--- config.mk ---
export PLATFORM = sky130hd
export DESIGN_NAME = uart_irq_ident
export DESIGN_NICKNAME = d
export VERILOG_FILES = /design/src/rtl/uart_irq_pkg.sv /design/src/rtl/uart_irq_rda.sv /design/src/rtl/uart_irq_txe.sv /design/src/rtl/uart_irq_fsm.sv /design/src/rtl/uart_irq_ident.sv
export SDC_FILE = /design/constraint.sdc
export NUM_CORES = 1
export LEC_CHECK = 0
export CAP_MARGIN = 0
export CELL_PAD_IN_SITES_DETAIL_PLACEMENT = 0
export CELL_PAD_IN_SITES_GLOBAL_PLACEMENT = 1
export CORE_ASPECT_RATIO = 0.9
export CORE_MARGIN = 2
export CORE_UTILIZATION = 23
export CTS_CLUSTER_SIZE = 24
export DETAILED_ROUTE_END_ITERATION = 12
export PLACE_DENSITY = 0.73
export SETUP_SLACK_MARGIN = 0.02
export SLEW_MARGIN = 20
export SYNTH_ARGS = -nofsm -noshare
export SYNTH_HDL_FRONTEND = slang
export SYNTH_SLANG_ARGS = --single-unit
--- constraint.sdc ---
create_clock -name clk -period 1.1 [get_ports clk]
set_input_delay 0.11 -clock clk [delete_from_list [all_inputs] [get_ports clk]]
set_output_delay 0.11 -clock clk [all_outputs]
set_load 0.02 [all_outputs]
--- src/rtl/uart_irq_pkg.sv ---
`timescale 1ns/1ps
package uart_irq_pkg;

    typedef enum logic [2:0] {
        SRC_NONE,
        SRC_LINE,
        SRC_DATA,
        SRC_TOUT,
        SRC_TXE,
        SRC_MODEM
    } irq_src_e;

    localparam logic [2:0] CODE_LINE  = 3'b011;
    localparam logic [2:0] CODE_DATA  = 3'b010;
    localparam logic [2:0] CODE_TOUT  = 3'b110;
    localparam logic [2:0] CODE_TXE   = 3'b001;
    localparam logic [2:0] CODE_MODEM = 3'b000;

    localparam int EN_RX    = 0;
    localparam int EN_TXE   = 1;
    localparam int EN_LINE  = 2;
    localparam int EN_MODEM = 3;

endpackage

--- src/rtl/uart_irq_rda.sv ---
`timescale 1ns/1ps
module uart_irq_rda #(
    parameter int CNT_W = 5,
    parameter int LVL0  = 1,
    parameter int LVL1  = 4,
    parameter int LVL2  = 8,
    parameter int LVL3  = 14
) (
    input  logic             fifo_mode,
    input  logic [1:0]       trig_sel,
    input  logic [CNT_W-1:0] count,
    output logic             rda
);
    logic [CNT_W-1:0] level;

    always_comb begin
        unique case (trig_sel)
            2'b00:   level = CNT_W'(LVL0);
            2'b01:   level = CNT_W'(LVL1);
            2'b10:   level = CNT_W'(LVL2);
            default: level = CNT_W'(LVL3);
        endcase
    end

    assign rda = fifo_mode ? (count >= level) : (count != '0);
endmodule

--- src/rtl/uart_irq_txe.sv ---
`timescale 1ns/1ps
module uart_irq_txe (
    input  logic clk,
    input  logic rst_n,
    input  logic set_evt,
    input  logic wr_clr,
    input  logic rd_clr,
    output logic flag
);
    always_ff @(posedge clk or negedge rst_n) begin
        if (!rst_n)
            flag <= 1'b0;
        else if (set_evt)
            flag <= 1'b1;
        else if (wr_clr || rd_clr)
            flag <= 1'b0;
    end
endmodule

--- src/rtl/uart_irq_fsm.sv ---
`timescale 1ns/1ps
module uart_irq_fsm
    import uart_irq_pkg::*;
(
    input  logic       clk,
    input  logic       rst_n,
    input  logic [3:0] en,
    input  logic       fifo_mode,
    input  logic       line_p,
    input  logic       data_p,
    input  logic       tout_p,
    input  logic       txe_p,
    input  logic       modem_p,
    output logic [7:0] iir,
    output logic       irq,
    output logic       txe_shown
);
    irq_src_e state, nxt;
    logic     fifo_q;
    logic     irq_q;

    always_comb begin
        if (en[EN_LINE] && line_p)        nxt = SRC_LINE;
        else if (en[EN_RX] && data_p)     nxt = SRC_DATA;
        else if (en[EN_RX] && tout_p)     nxt = SRC_TOUT;
        else if (en[EN_TXE] && txe_p)     nxt = SRC_TXE;
        else if (en[EN_MODEM] && modem_p) nxt = SRC_MODEM;
        else                              nxt = SRC_NONE;
    end

    always_ff @(posedge clk or negedge rst_n) begin
        if (!rst_n) begin
            state  <= SRC_NONE;
            fifo_q <= 1'b0;
            irq_q  <= 1'b0;
        end else begin
            state  <= nxt;
            fifo_q <= fifo_mode;
            irq_q  <= (nxt != SRC_NONE);
        end
    end

    always_comb begin
        logic [2:0] code;
        unique case (state)
            SRC_LINE:  code = CODE_LINE;
            SRC_DATA:  code = CODE_DATA;
            SRC_TOUT:  code = CODE_TOUT;
            SRC_TXE:   code = CODE_TXE;
            SRC_MODEM: code = CODE_MODEM;
            default:   code = 3'b000;
        endcase
        iir       = {{2{fifo_q}}, 2'b00, code, ~irq_q};
        irq       = irq_q;
        txe_shown = (state == SRC_TXE);
    end
endmodule

--- src/rtl/uart_irq_ident.sv ---
`timescale 1ns/1ps
module uart_irq_ident #(
    parameter int CNT_W = 5,
    parameter int LVL0  = 1,
    parameter int LVL1  = 4,
    parameter int LVL2  = 8,
    parameter int LVL3  = 14
) (
    input  logic             clk,
    input  logic             rst_n,
    input  logic [3:0]       irq_en,
    input  logic             fifo_mode,
    input  logic [1:0]       rx_trig_sel,
    input  logic [CNT_W-1:0] rx_count,
    input  logic             rx_line_err,
    input  logic             rx_timeout,
    input  logic             thr_empty_evt,
    input  logic             modem_req,
    input  logic             iir_rd,
    input  logic             thr_wr,
    output logic [7:0]       iir,
    output logic             irq
);
    logic rda;
    logic txe_flag;
    logic txe_shown;

    uart_irq_rda #(
        .CNT_W(CNT_W), .LVL0(LVL0), .LVL1(LVL1), .LVL2(LVL2), .LVL3(LVL3)
    ) u_rda (
        .fifo_mode (fifo_mode),
        .trig_sel  (rx_trig_sel),
        .count     (rx_count),
        .rda       (rda)
    );

    uart_irq_txe u_txe (
        .clk     (clk),
        .rst_n   (rst_n),
        .set_evt (thr_empty_evt),
        .wr_clr  (thr_wr),
        .rd_clr  (iir_rd && txe_shown),
        .flag    (txe_flag)
    );

    uart_irq_fsm u_fsm (
        .clk       (clk),
        .rst_n     (rst_n),
        .en        (irq_en),
        .fifo_mode (fifo_mode),
        .line_p    (rx_line_err),
        .data_p    (rda),
        .tout_p    (rx_timeout),
        .txe_p     (txe_flag),
        .modem_p   (modem_req),
        .iir       (iir),
        .irq       (irq),
        .txe_shown (txe_shown)
    );
endmodule

Yosys cells after proc, flatten, opt, wreduce, memory -nomap -nowiden. Cells that the tools add are included.

Flip-flop bits (word level): 6. Input bits: 20. Output and inout bits: 9.

Magnitude comparators: 1. Equal/unequal tests: 6. Multiplexer cells: 10. Bitwise operators: 1. Reduce and logical (&&, ||, !) cells: 11.

Operators by type and width (number): $mux W3 (5); $pmux W3 S4 (1); $pmux W4 S3 (1); $eq A3 B2 Y1 const B (2); $logic_and A1 B1 Y1 (6); $ge A5 B4 Y1 (1); $reduce_bool A5 Y1 (1); $eq A3 B1 Y1 const B (1); $eq A3 B3 Y1 const B (1); $mux W1 (3); $reduce_bool A3 Y1 (1); $eq A2 B1 Y1 const B (1); $eq A2 B2 Y1 const B (1); $logic_not A2 Y1 (1); $reduce_bool A2 Y1 (1); $logic_or A1 B1 Y1 (1); $not A1 Y1 (1).

Longest topological paths before layout.
Depth in word-level cells: 8. Mapped depth: 7. Gate-level depth less buffers: 7.

Modules after synthesis. From an unflattened synthesis, not the netlist that was laid out.

Cells, all modules: 51. Area total of the unflattened synthesis: 439.2 µm².

Modules (own cells, without submodules): uart_irq_fsm (times used 1, cells each 29, area an instance 272.8 µm², seq. area each 125.1 µm²); uart_irq_rda (times used 1, cells each 18, area an instance 123.9 µm², seq. area each 0.0 µm²); uart_irq_txe (times used 1, cells each 3, area an instance 36.3 µm², seq. area each 25.0 µm²); uart_irq_ident (times used 1, cells each 1, area an instance 6.3 µm², seq. area each 0.0 µm²).

Worst setup path after synthesis. No wires, ideal clock.

Path kind: input-to-reg. Start: input rx_trig_sel[1]. End: register u_fsm.state[2]. Library setup time: 66 ps. Arrival: 1185 ps. Required time: 1034 ps. Slack: -152 ps. Stages: 7. Buffers on the path: 0. Cells stage by stage: nor2_1 > ha_1 > nand2b_4 > a211oi_2 > o2111ai_1 > o211ai_2 > and3_1.

Cells in the longest elaborated chain, start to end: 7.

RTL lines: start, declared (line uart_irq_ident.sv:13) `input logic [1:0] rx_trig_sel,`; $eq A2 B2 Y1 (tied with other cells) (line uart_irq_rda.sv:17) `unique case (trig_sel)`; $pmux W4 S3 (*) (line uart_irq_rda.sv:17); $ge A5 B4 Y1 (*) (line uart_irq_rda.sv:25) `assign rda = fifo_mode ? (count >= level) : (count != '0);`; $mux W1 (*) (line uart_irq_rda.sv:25); $logic_and A1 B1 Y1 (*) (line uart_irq_fsm.sv:24) `else if (en[EN_RX] && data_p) nxt = SRC_DATA;`; $mux W3 (*) (line uart_irq_fsm.sv:24); $mux W3 (*) (line uart_irq_fsm.sv:23) `if (en[EN_LINE] && line_p) nxt = SRC_LINE;`; net u_fsm.nxt[2] (line uart_irq_fsm.sv:18) `irq_src_e state, nxt;`; end signal, assigned (line uart_irq_fsm.sv:37) `state <= nxt;`; end, declared (line uart_irq_fsm.sv:18).

Mark *: on every way through the listed nets, which the timed path passes. The rest lies on a longest branch. A chain may end at the register's enable or synchronous reset.

Worst setup path after layout.
Start: input rx_trig_sel[1]. End: register u_fsm.state[0].

The elaborated chain is that of the path after synthesis.

==> results.md <==
## Setup path
• 1.26 ns — Data required, critical path
• 5 — R2R depth
• u_fsm.state[0] — capturing element of the worst setup path
• 0 ns — flop-to-flop setup slack
• input port — crit start category
• flop — Setup crit end kind
• 1.31 ns — Arrival @ worst endpoint
• u_fsm.state[0] — worst flop-to-flop path startpoint
• u_txe.flag — Reg-to-Reg End
• rx_trig_sel[1] — critical path startpoint
• in2reg — WS Path Type
• 3 — Crit Path Max Fanout

## Synthesis
• sky130_fd_sc_hd__dfrtp_1 — leading register cell type out of synthesis
• 34.5% — sequential element share of the synthesized area
• 0 — number of synthesized flops with an enable pin
• sky130_fd_sc_hd__dfrtp_1 34%, sky130_fd_sc_hd__ha_1 11%, sky130_fd_sc_hd__buf_4 6.9% — largest cells by area after synthesis
• sky130_fd_sc_hd__dfrtp_1 — Synth area leader
• 34.5% — top-area cell type share of the netlist area
• 435 sq um — combined area of all synthesized cells
• 51 — Post-Syn Instances
• 22 — library cells used by synthesis
• 100% — post-synthesis async set-or-reset flop share
• 0 — count of warnings emitted by yosys
• 6 — Seq cells post-synth
• 8.54 sq um — synthesized area per cell
• 7 x sky130_fd_sc_hd__nand2_1, 7 x sky130_fd_sc_hd__nor2_1, 6 x sky130_fd_sc_hd__dfrtp_1, 6 x sky130_fd_sc_hd__inv_1 — Commonest cells post-synth

## Cells and area
• 167 — count of filler cells inserted in the layout
• 91.4% — area grow syn2layout
• 109 — number of nets in the layout
• 107 — Layout Cells excl Fill
• 833 sq um — final standard cell area without fillers
• 34.9% — fraction of layout instances using a drive strength above 1
• 0 — Antenna Cells

## Route
• 1.20 mm — total detailed-routing wirelength
• 11.2 um — routed length per placed instance
• 0 — drt drc
• 4 — DR pass1 iterations
• 4.39 — detailed-route vias per instance
• 11 — violation count after the first detailed-route iteration
• 470 — overall via count from detail_route
• 0 — number of nets with antenna violations after detailed routing

## Global route
• 7 — largest net degree at the start of global routing
• 0 — antenna violations before repair
• 1.77 mm — global-route wire length before repair
• 470 — vias in the first global route
• 11.3% — overall routing resource usage
• 0 — grt total ovfl

## STA
• -0.200 ns — total negative slack for setup checks
• -0.0497 ns — smallest setup slack after layout
• 0.00310 ns — Max Clock Skew
• 0.870 GHz — achievable frequency
• 6 — final setup violation count
• 1.15 ns — final worst path period need
• 105% — period utilisation layout
• 0 — number of pins with negative max-slew slack in the final report
• yes — RSZ-0062 raised after global routing
• 0.101 ns — worst hold slack
• 0 — number of hold-slack violations in the final timing report

## Clock tree
• 6 — number of clock sinks
• 0.24 ns — clock network latency to the later pin of the worst-skew pair
• sky130_fd_sc_hd__clkbuf_4 — Root Driver
• 3 — CTS buffer count
• 0.04 ns — Clk pin slew, worst setup/hold paths
• yes — TritonCTS clock tree
• 2 — buffer depth of the longest clock path
• 1 — maximum level of the CTS H-tree

## Status
• negative setup slack — violated checks
• complete, but fails checks — outcome

## Placed design
• 0.650 — GPL Wtd Cong
• 722 sq um — Post-Place Cell Area
• 26 — number of port buffers
• 100 — placed cell count
• -0.729 ns — minimum setup slack after placement
• 873 um — detailed placer's ending HPWL

## Floorplan
• 45.3 um — Die Y-Extent
• 49.9 um — overall die width
• 14 — standard-cell row count
• 25.1% — starting utilization of the core area
• 0.00173 sq mm — core footprint
• 0.00226 sq mm — floorplan die area
• 29 — top-level port count

## Power and ir drop
• 0.295 mV — worst voltage drop across the vdd grid
• 900 mW/mm^2 — power density over cell area
• 0.379 nW — Lkg Pwr

## Min path
• in2async — path type of the worst min-delay path

## Flow run
• 0 — number of max-capacitance violations reported

-- metrics by stage --
stage               total power [W]  util [%]
CTS                        0.000738      46.2
global placement           0.000501      41.6
detailed placement         0.000503      41.6
finish                     0.000750      48.1
floorplan                  0.000369         -
global route               0.000806      48.1
-- cells by family (layout without fill, tap and decap cells) --
| kind of cell | after synthesis | in the layout | share of synthesized area [%] |
|---|---|---|---|
| simple gates | 20 | 20 | 22.1 |
| buf+inv | 10 | 41 | 12.1 |
| compound gates | 9 | 9 | 17.0 |
| flops | 6 | 6 | 34.5 |
| fa+ha+maj | 4 | 4 | 11.5 |
| other cells | 1 | 2 | 0.861 |
| xor+xnor | 1 | 1 | 2.01 |
-- critical path, cell delays in order --
cell	delay, ns
sky130_fd_sc_hd__buf_8	0.10
sky130_fd_sc_hd__nor2_4	0.11
sky130_fd_sc_hd__ha_4	0.20
sky130_fd_sc_hd__nand2b_4	0.14
sky130_fd_sc_hd__a211oi_4	0.23
sky130_fd_sc_hd__o211ai_1	0.11
sky130_fd_sc_hd__and3_1	0.16
sky130_fd_sc_hd__o21ai_1	0.13
-- timing repair --
action	CTS	global route
resized for setup	49	10
endpoints found under the setup margin	11	10
hold endpoints to repair	0	0
hold buffers	0	0
pin swaps	12	10
buffers inserted	4	1
-- layer usage --
metal	up-vias	track usage (%)	share of wire, %
li1	234	-	-
met1	211	8.57	34
met2	21	22.4	56
met3	4	2.98	6.3
met4	0	12.2	3.2
met5	-	0	0
-- state kept, by name (all words and copies together), names as in the netlist --
signal	flops
u_fsm.fifo_q	1
u_txe.flag	1
u_fsm.irq	1
u_fsm.state	3
-- how the worst min path moves through the flow --
stage | endpoint | slack, ns | depth (start not counted)
6_report | u_txe.flag | 0.10 | 1
4_1_cts | u_txe.flag | 0.10 | 1
3_3_place_gp | u_txe.flag | 0.37 | 1
5_1_grt | u_txe.flag | 0.11 | 1
3_5_place_dp | u_txe.flag | 0.36 | 1
2_1_floorplan | u_fsm.fifo_q | -0.19 | 0
-- layout make-up --
type	count	area, sq um	area share (%)
sequential	6	150	18.0
multi-input combinational	36	305	36.6
inverter	6	22.5	2.70
timing repair buffer	32	303	36.3
clock buffer	3	22.5	2.70
tap	24	30.0	3.60
-- placed cells by master, fill, tap and decap left out --
cell type / synthesis / routed
sky130_fd_sc_hd__clkdlybuf4s50_1: 0 / 13
sky130_fd_sc_hd__nand2_1: 7 / 7
sky130_fd_sc_hd__buf_4: 4 / 6
sky130_fd_sc_hd__dfrtp_1: 6 / 6
sky130_fd_sc_hd__inv_1: 6 / 5
sky130_fd_sc_hd__dlygate4sd2_1: 0 / 5
sky130_fd_sc_hd__nor2_1: 7 / 4
sky130_fd_sc_hd__clkbuf_4: 0 / 3
sky130_fd_sc_hd__buf_6: 0 / 3
sky130_fd_sc_hd__nor2_4: 0 / 2
sky130_fd_sc_hd__and3_1: 2 / 2
sky130_fd_sc_hd__ha_4: 0 / 2
sky130_fd_sc_hd__ha_1: 4 / 2
sky130_fd_sc_hd__conb_1: 1 / 2
sky130_fd_sc_hd__buf_2: 0 / 2
sky130_fd_sc_hd__buf_8: 0 / 2
sky130_fd_sc_hd__nor4_1: 1 / 1
sky130_fd_sc_hd__nand2b_4: 1 / 1
sky130_fd_sc_hd__a211oi_4: 0 / 1
sky130_fd_sc_hd__o21ai_2: 0 / 1
sky130_fd_sc_hd__o2111ai_2: 0 / 1
sky130_fd_sc_hd__o211ai_2: 1 / 1
sky130_fd_sc_hd__a21oi_2: 0 / 1
sky130_fd_sc_hd__a32oi_1: 1 / 1
sky130_fd_sc_hd__o211ai_1: 1 / 1
sky130_fd_sc_hd__o21ai_1: 1 / 1
sky130_fd_sc_hd__nor2_2: 0 / 1
sky130_fd_sc_hd__xnor2_1: 1 / 1
sky130_fd_sc_hd__nand4_1: 1 / 1
sky130_fd_sc_hd__inv_2: 0 / 1
sky130_fd_sc_hd__nand3_2: 0 / 1
sky130_fd_sc_hd__a31o_1: 1 / 1
sky130_fd_sc_hd__clkdlybuf4s15_1: 0 / 1
-- power breakdown --
| part | internal (W) | total [W] | switching, W | leakage (nW) |
|---|---|---|---|---|
| Combinational | 0.000168 | 0.000305 | 0.000136 | 0.295 |
| Sequential | 0.000238 | 0.000251 | 0.0000126 | 0.0701 |
| Clock | 0.000123 | 0.000195 | 0.0000720 | 0.0138 |
| Total | 0.000529 | 0.000750 | 0.000221 | 0.379 |
Power figures use the tool's default switching activity.
